==> src/rtl/isa_irq_pkg.sv <==
// Package: shared sizes for the dual-bank interrupt unit.
// Assumes two byte-wide banks. The register map is derived in the top module.
package isa_irq_pkg;
    localparam int BANK_BITS  = 8;
    localparam int BANK_COUNT = 2;
endpackage

==> src/rtl/irq_edge_latch.sv <==
// irq_edge_latch: detects rising edges on each line and keeps a sticky pending bit.
// Assumes irq_in is already synchronous to clk. A set beats a clear in the same cycle.
module irq_edge_latch #(
    parameter int LINES = 16
) (
    input  logic             clk,
    input  logic             rst_n,
    input  logic [LINES-1:0] irq_in,
    input  logic [LINES-1:0] clr_mask,
    output logic [LINES-1:0] pend_q
);
    logic [LINES-1:0] prev_q;
    logic [LINES-1:0] rise;

    // Purpose: lines that were low last cycle and are high now.
    always_comb rise = irq_in & ~prev_q;

    // Purpose: remember last sampled line levels.
    always_ff @(posedge clk) begin
        if (!rst_n) prev_q <= '0;
        else        prev_q <= irq_in;
    end

    // Purpose: sticky pending bits; a new edge survives a same-cycle clear.
    always_ff @(posedge clk) begin
        if (!rst_n) pend_q <= '0;
        else        pend_q <= (pend_q & ~clr_mask) | rise;
    end
endmodule

==> src/rtl/irq_enable_reg.sv <==
// irq_enable_reg: per-bank enable bits, loaded with the inverse of a mask byte.
// Assumes at most one bank strobe is active per cycle. Resets to all enabled.
module irq_enable_reg #(
    parameter int BANK_W    = 8,
    parameter int NUM_BANKS = 2,
    localparam int LINES    = BANK_W * NUM_BANKS
) (
    input  logic                 clk,
    input  logic                 rst_n,
    input  logic [NUM_BANKS-1:0] bank_wr,
    input  logic [BANK_W-1:0]    wr_data,
    output logic [LINES-1:0]     enable_q
);
    for (genvar b = 0; b < NUM_BANKS; b++) begin : g_bank
        // Purpose: store the complemented mask byte into this bank's slice.
        always_ff @(posedge clk) begin
            if (!rst_n)          enable_q[b*BANK_W +: BANK_W] <= '1;
            else if (bank_wr[b]) enable_q[b*BANK_W +: BANK_W] <= ~wr_data;
        end
    end
endmodule

==> src/rtl/irq_prio_enc.sv <==
// irq_prio_enc: lowest-index priority encoder with an any-request flag.
// Returns index 0 when no request is set. The any flag tells that case apart.
module irq_prio_enc #(
    parameter int LINES = 16,
    localparam int VEC_W = $clog2(LINES)
) (
    input  logic [LINES-1:0] req,
    output logic [VEC_W-1:0] vec,
    output logic             any
);
    // Purpose: scan from the top so the lowest set index is the last one written.
    always_comb begin
        vec = '0;
        for (int i = LINES - 1; i >= 0; i--) begin
            if (req[i]) vec = VEC_W'(i);
        end
    end

    // Purpose: flag any active request.
    always_comb any = |req;
endmodule

==> src/rtl/isa_irq_vec_unit.sv <==
// isa_irq_vec_unit: two-bank interrupt collector with inverted mask writes,
// bank-wide end-of-interrupt clears and a lowest-index vector register.
// Register map: bank b has its command at 2b and its mask at 2b+1.
// The vector register sits at 2*NUM_BANKS. Reads are combinational.
module isa_irq_vec_unit #(
    parameter int BANK_W    = isa_irq_pkg::BANK_BITS,
    parameter int NUM_BANKS = isa_irq_pkg::BANK_COUNT,
    localparam int LINES    = BANK_W * NUM_BANKS,
    localparam int VEC_W    = $clog2(LINES),
    localparam int ADDR_W   = $clog2(2 * NUM_BANKS + 1)
) (
    input  logic              clk,
    input  logic              rst_n,
    input  logic [LINES-1:0]  irq_in,
    input  logic [ADDR_W-1:0] reg_addr,
    input  logic              wr_en,
    input  logic [BANK_W-1:0] wr_data,
    output logic [LINES-1:0]  rd_data,
    output logic              irq_out
);
    localparam logic [ADDR_W-1:0] VEC_ADDR = ADDR_W'(2 * NUM_BANKS);

    logic [NUM_BANKS-1:0] mask_wr;
    logic [LINES-1:0]     clr_mask;
    logic [LINES-1:0]     pend_q;
    logic [LINES-1:0]     enable_q;
    logic [LINES-1:0]     active;
    logic [VEC_W-1:0]     vec;
    logic                 any_active;

    for (genvar b = 0; b < NUM_BANKS; b++) begin : g_dec
        // Purpose: decode the write strobes for this bank's mask and command.
        always_comb begin
            mask_wr[b] = wr_en && (reg_addr == ADDR_W'(2 * b + 1));
            clr_mask[b*BANK_W +: BANK_W] = {BANK_W{wr_en && (reg_addr == ADDR_W'(2 * b))}};
        end
    end

    irq_edge_latch #(.LINES(LINES)) u_latch (
        .clk      (clk),
        .rst_n    (rst_n),
        .irq_in   (irq_in),
        .clr_mask (clr_mask),
        .pend_q   (pend_q)
    );

    irq_enable_reg #(.BANK_W(BANK_W), .NUM_BANKS(NUM_BANKS)) u_enable (
        .clk      (clk),
        .rst_n    (rst_n),
        .bank_wr  (mask_wr),
        .wr_data  (wr_data),
        .enable_q (enable_q)
    );

    // Purpose: lines both pending and enabled.
    always_comb active = pend_q & enable_q;

    irq_prio_enc #(.LINES(LINES)) u_prio (
        .req (active),
        .vec (vec),
        .any (any_active)
    );

    // Purpose: combined request output.
    always_comb irq_out = any_active;

    // Purpose: read mux; mask addresses return enable, vector returns index, rest zero.
    always_comb begin
        rd_data = '0;
        if (reg_addr == VEC_ADDR)
            rd_data = LINES'(vec);
        else if (reg_addr[0] && (reg_addr < VEC_ADDR))
            rd_data = enable_q;
    end
endmodule

==> config.mk <==
export PLATFORM = sky130hd
export DESIGN_NAME = isa_irq_vec_unit
export DESIGN_NICKNAME = d
export VERILOG_FILES = /design/src/rtl/isa_irq_pkg.sv /design/src/rtl/irq_edge_latch.sv /design/src/rtl/irq_enable_reg.sv /design/src/rtl/irq_prio_enc.sv /design/src/rtl/isa_irq_vec_unit.sv
export SDC_FILE = /design/constraint.sdc
export NUM_CORES = 1
export LEC_CHECK = 0
export BUFFER_PORTS_ARGS = -buffer_cell sky130_fd_sc_hd__buf_2
export CAP_MARGIN = 20
export CORE_ASPECT_RATIO = 1.4
export CORE_MARGIN = 2
export CORE_UTILIZATION = 50
export CTS_BUF_LIST = sky130_fd_sc_hd__clkbuf_8
export DETAILED_ROUTE_END_ITERATION = 10
export GPL_TIMING_DRIVEN = 0
export PLACE_DENSITY_LB_ADDON = 0.05
export SETUP_SLACK_MARGIN = 0.15
export SLEW_MARGIN = 20
export SYNTH_ARGS = -nofsm -noshare
export SYNTH_HDL_FRONTEND = slang
export SYNTH_SLANG_ARGS = --single-unit
==> constraint.sdc <==
create_clock -name clk -period 2.2 [get_ports clk]
set_clock_uncertainty 0.05 [all_clocks]
set_input_delay 0.22 -clock clk [delete_from_list [all_inputs] [get_ports clk]]
set_output_delay 0.22 -clock clk [all_outputs]
set_load 0.005 [all_outputs]
# Word level (Yosys, flattened, before mapping)
# Index checks and enable logic that the tools add are counted.
[classes] bitwise=7 n_mux=18 magnitude_cmp=1 eq_ne=4 n_reduce_logical=7
[op_table] operator="$mux W4" n=16
[op_table] operator="$and A16 B16 Y16" n=3
[op_table] operator="$mux W16" n=2
[op_table] operator="$not A16 Y16" n=2
[op_table] operator="$or A16 B16 Y16" n=1
[op_table] operator="$reduce_or A16 Y1" n=1
[op_table] operator="$not A8 Y8" n=1
[op_table] operator="$eq A3 B2 Y1 const B" n=2
[op_table] operator="$logic_and A1 B1 Y1" n=5
[op_table] operator="$eq A3 B1 Y1 const B" n=1
[op_table] operator="$eq A3 B3 Y1 const B" n=1
[op_table] operator="$logic_not A3 Y1" n=1
[op_table] operator="$lt A3 B3 Y1 const B" n=1
[word_totals] elab_cells=41 out_inout_bits=17 reg_bits=48

# Depth between registers and ports, before layout
[logic_depth] word_depth=18 ltp_mapped=6

# Modules after synthesis
# From an unflattened synthesis, not the netlist that was laid out.
[unflattened] cells_unflattened=241 hier_area_um2=2227.1
[by_module_without_submodules] mod="irq_edge_latch" area_each_um2=1081.0 n_inst=1 cells_per_inst=99
[by_module_without_submodules] mod="irq_enable_reg" area_each_um2=653.1 n_inst=1 cells_per_inst=67
[by_module_without_submodules] mod="isa_irq_vec_unit" area_each_um2=316.6 n_inst=1 cells_per_inst=41
[by_module_without_submodules] mod="irq_prio_enc" area_each_um2=176.4 n_inst=1 cells_per_inst=34

# Worst setup path after synthesis
# No wires, ideal clock.
[synth_path] kind="register -> output" start="register u_latch.pend_q[9]" end="output rd_data[2]" setup_slack_ns=0.918 required_ns=1.930 n_path_buf=0 arrival_ns=1.012 stages_incl_launch_ff=5 cell_sequence="dfxtp_1 > a22oi_1 > nand2_1 > o21a_1 > o31ai_1"
[synth_between] elab_chain_len=12
[synth_rtl] item="start: declaration" line_no="irq_edge_latch.sv:10" rtl="output logic [LINES-1:0] pend_q"
[synth_rtl] item="start signal: assignment" line_no="irq_edge_latch.sv:27" rtl="else pend_q <= (pend_q & ~clr_mask) | rise;"
[synth_rtl] item="$and A16 B16 Y16" line_no="isa_irq_vec_unit.sv:56" rtl="always_comb active = pend_q & enable_q;"
[synth_rtl] item="$mux W4 (10 in series)" line_no="irq_prio_enc.sv:15" rtl="if (req[i]) vec = VEC_W'(i);"
[synth_rtl] item="$mux W16" line_no="isa_irq_vec_unit.sv:70" rtl="if (reg_addr == VEC_ADDR)"
[synth_rtl] item="end: declaration" line_no="isa_irq_vec_unit.sv:18" rtl="output logic [LINES-1:0] rd_data,"
# Every way passes these cells.

# Worst setup path in the final report
[layout_path] start="register u_enable.enable_q[5]" end="output rd_data[0]"
[layout_between] elab_chain_len=8
[layout_rtl] item="start: declaration" line_no="irq_enable_reg.sv:12" rtl="output logic [LINES-1:0] enable_q"
[layout_rtl] item="start signal: indexed assignment" line_no="irq_enable_reg.sv:18" rtl="else if (bank_wr[b]) enable_q[b*BANK_W +: BANK_W] <= ~wr_data;"
[layout_rtl] item="$and A16 B16 Y16" line_no="isa_irq_vec_unit.sv:56"
[layout_rtl] item="$mux W4 (6 in series)" line_no="irq_prio_enc.sv:15"
[layout_rtl] item="$mux W16" line_no="isa_irq_vec_unit.sv:70"
# Every way passes these cells.

==> run metrics <==
met1 Use GR between 20 and 25%; initial core utilization 51.9%; placed cell area 0.00217 mm2; setup TNS 0 ns; root buffer cell clkbuf_8; Yosys reg bits 48; Fillers about 360; layout cell share with drive strength beyond 1 22.1%; Post-Syn Instances 218; post-route clock period utilization between 80% and 90%; status complete, no violations; fin crit period 1.94 ns; Setup-failing EPs final 0; via count 1653; GRT overflow 0; deepest clock path buffer count 2; worst slew pin tran 0.417 ns; Post-Route WL around 4 mm; DRT antenna net count 0; Leak 1.18 nW; final slew viol count 0; drt pass-1 iters 4; Highest Clock Rate 514 MHz; Design Area, Final 0.00228 mm2; sequential fraction of the synthesis area roughly 51%; Worst setup SP type flip-flop; first-pass GRT wire length 6.89 mm; worst endpoint data arrival time approximately 1.7 ns; post-CTS sizing 0; drt wl/cell 13.0 um; GRT Overall Usage 20.4%; Core Box Area between 0.003 and 0.004 mm2; initial antenna violation count 0; CTS tree yes; met3 Track Usage GR under 10%; Crit. Startpoint u_enable.enable_q[5]$_SDFFE_PN1P_; count of cell types in the netlist 33; PD cells 790 mW/mm2; row cnt 26; CTS Buf Count 5; start point of the worst hold path irq_in[10]; GPL Wtd Cong 0.873; die height 76.8 um; Hold WS between 0.05 and 0.06 ns; post-synth design cell area 0.00189 mm2; Req. time, crit path a little under 2 ns; Global Route met2 Usage 36.5%; Clock Pin Slew Worst Setup and Hold Paths 0.09 ns; Worst R2R Start u_enable.enable_q[5]$_SDFFE_PN1P_; clock sink total 48; Hold WC Path Type input pin to flip-flop; drt initial violations 53; Setup CP Type flip-flop to output port; setup bufs post-CTS 0; area grow syn2layout 20.4%; Port Buf Inserts between 40 and 50; io pins 47; busiest grt layer met2; Slew headroom just over 70%; Syn Nets ~250; vias in the first global route 1577; NumNets Final 300; Avg Vias per Cell approximately 5.3; clock latency on the worst-skew pair 0.30 ns; Peak VDD IR 595 uV; CP endpoint kind output port; Post-Syn Area per Cell 8.68 um2; total die area 0.00430 mm2; Final Hold Fails 0; diodes inserted 0; DP HPWL 3.23 mm; yosys warns 0; largest net degree at the start of global routing 15; Post-CTS Hold Buffers 0; DIE WIDTH roughly 56 um; RSZ-0062 raised after global routing no; H-tree levels 2; # DRC 0; CP max FO 5; max cap viols 0
## final timing paths
kind	cells after the start	slack (ns)	endpoint
worst max register to register	2	1.48	u_enable.enable_q[5]$_SDFFE_PN1P_
worst max-delay path	5	0.26	rd_data[0]
worst min-delay path	3	0.06	u_latch.prev_q[10]$_SDFF_PN0_
worst min register to register	1	0.35	u_latch.pend_q[0]$_SDFF_PN0_
## stage by stage
step                utilization, %  instances  worst slack (ns)  power [mW]
finish                        62.5        313             0.255        1.80
global route                  62.5        313             0.171        1.89
CTS                           62.5        313             0.232        1.81
detailed placement            59.5        305             0.584        1.21
global placement              59.5        305             0.552        1.20
floorplan                        -        218             0.918        1.11
## worst max-delay path, stage by stage, from the launching register on
cell,delay [ns]
dfxtp_1,0.37
a222oi_1,0.38
o21ai_0,0.19
a21oi_1,0.18
o21ai_0,0.12
buf_2,0.14
## sequential cells by signal, summed over array words and instances, names as in the netlist
signal / count
u_latch.pend_q: 16
u_enable.enable_q: 16
u_latch.prev_q: 16
## report_power, final
group | internal [mW] | switching [mW] | total [mW]
Clock | 0.333 | 0.280 | 0.613
Sequential | 0.924 | 0.0384 | 0.962
Combinational | 0.106 | 0.117 | 0.223
## cells in the mapped netlist
cell type	number	area, um2
o31ai_1	2	15.0
a32o_1	1	10.0
o41a_1	1	11.3
and2_1	14	87.6
and3_1	1	6.26
nand3b_4	1	20.0
inv_1	18	67.6
nand3_1	2	10.0
o21ai_0	11	55.1
a22o_1	4	35.0
clkbuf_8	1	13.8
dfxtp_1	48	961
nor2_1	2	7.51
o21ai_1	8	40.0
nor2b_1	1	6.26
a222oi_1	1	10.0
nor3_1	1	5.00
a21oi_1	2	10.0
nand2_1	61	229
a32oi_1	2	17.5
a31oi_1	1	6.26
nand4_1	1	6.26
buf_2	2	10.0
nand3_4	1	17.5
o211ai_1	17	128
a22oi_1	4	30.0
nand4b_1	1	8.76
nor2b_2	1	8.76
clkbuf_1	3	11.3
and4_1	1	8.76
buf_6	2	22.5
o21a_1	1	7.51
o31a_1	1	8.76
## cells by family (layout without fill, tap and decap cells)
logic type | Yosys count | after routing | share of synthesized area, %
AO/OA/AOI/OAI | 56 | 56 | 20.3
buffers and inverters | 26 | 79 | 6.61
flip-flops | 48 | 48 | 50.8
AND/OR/NAND/NOR | 88 | 88 | 22.3
## routing by layer
metal / vias up / wire [um]
li1: 848 / -
met1: 754 / 1710
met2: 42 / 2120
met3: 9 / 152
met4: 0 / 98
met5: - / 0
## final cells by class
| type | instances | area [um2] | share of cell area [%] |
|---|---|---|---|
| plain buffers | 8 | 57.6 | 2.53 |
| well taps | 42 | 52.6 | 2.31 |
| clock buffers | 5 | 68.8 | 3.02 |
| repair buffers | 45 | 225 | 9.89 |
| flip-flops and latches | 48 | 961 | 42.2 |
| multi-input cells | 144 | 806 | 35.4 |
| clock inverters | 3 | 38.8 | 1.70 |
| inverters | 18 | 67.6 | 2.97 |
## layout by cell type (no fill, tap or decap)
master      n
inv_1      19
a222oi_1    1
nor2b_1     1
nand2_1    61
nor2_1      2
o31ai_1     2
nand3_4     1
a31oi_1     1
and3_1      1
dfxtp_1    48
o21ai_0    11
clkinv_2    1
and2_1     14
bufinv_16   1
a22o_1      4
a21oi_1     2
o211ai_1   17
and4_1      1
o21a_1      1
nand3_1     2
nand4_1     1
clkbuf_1    3
nand3b_4    1
a22oi_1     4
o41a_1      1
o31a_1      1
o21ai_1     8
a32oi_1     2
buf_2      47
buf_6       2
nor2b_2     1
clkbuf_8    6
nand4b_1    1
nor3_1      1
a32o_1      1
No activity file was read; power rests on OpenSTA's default activity.
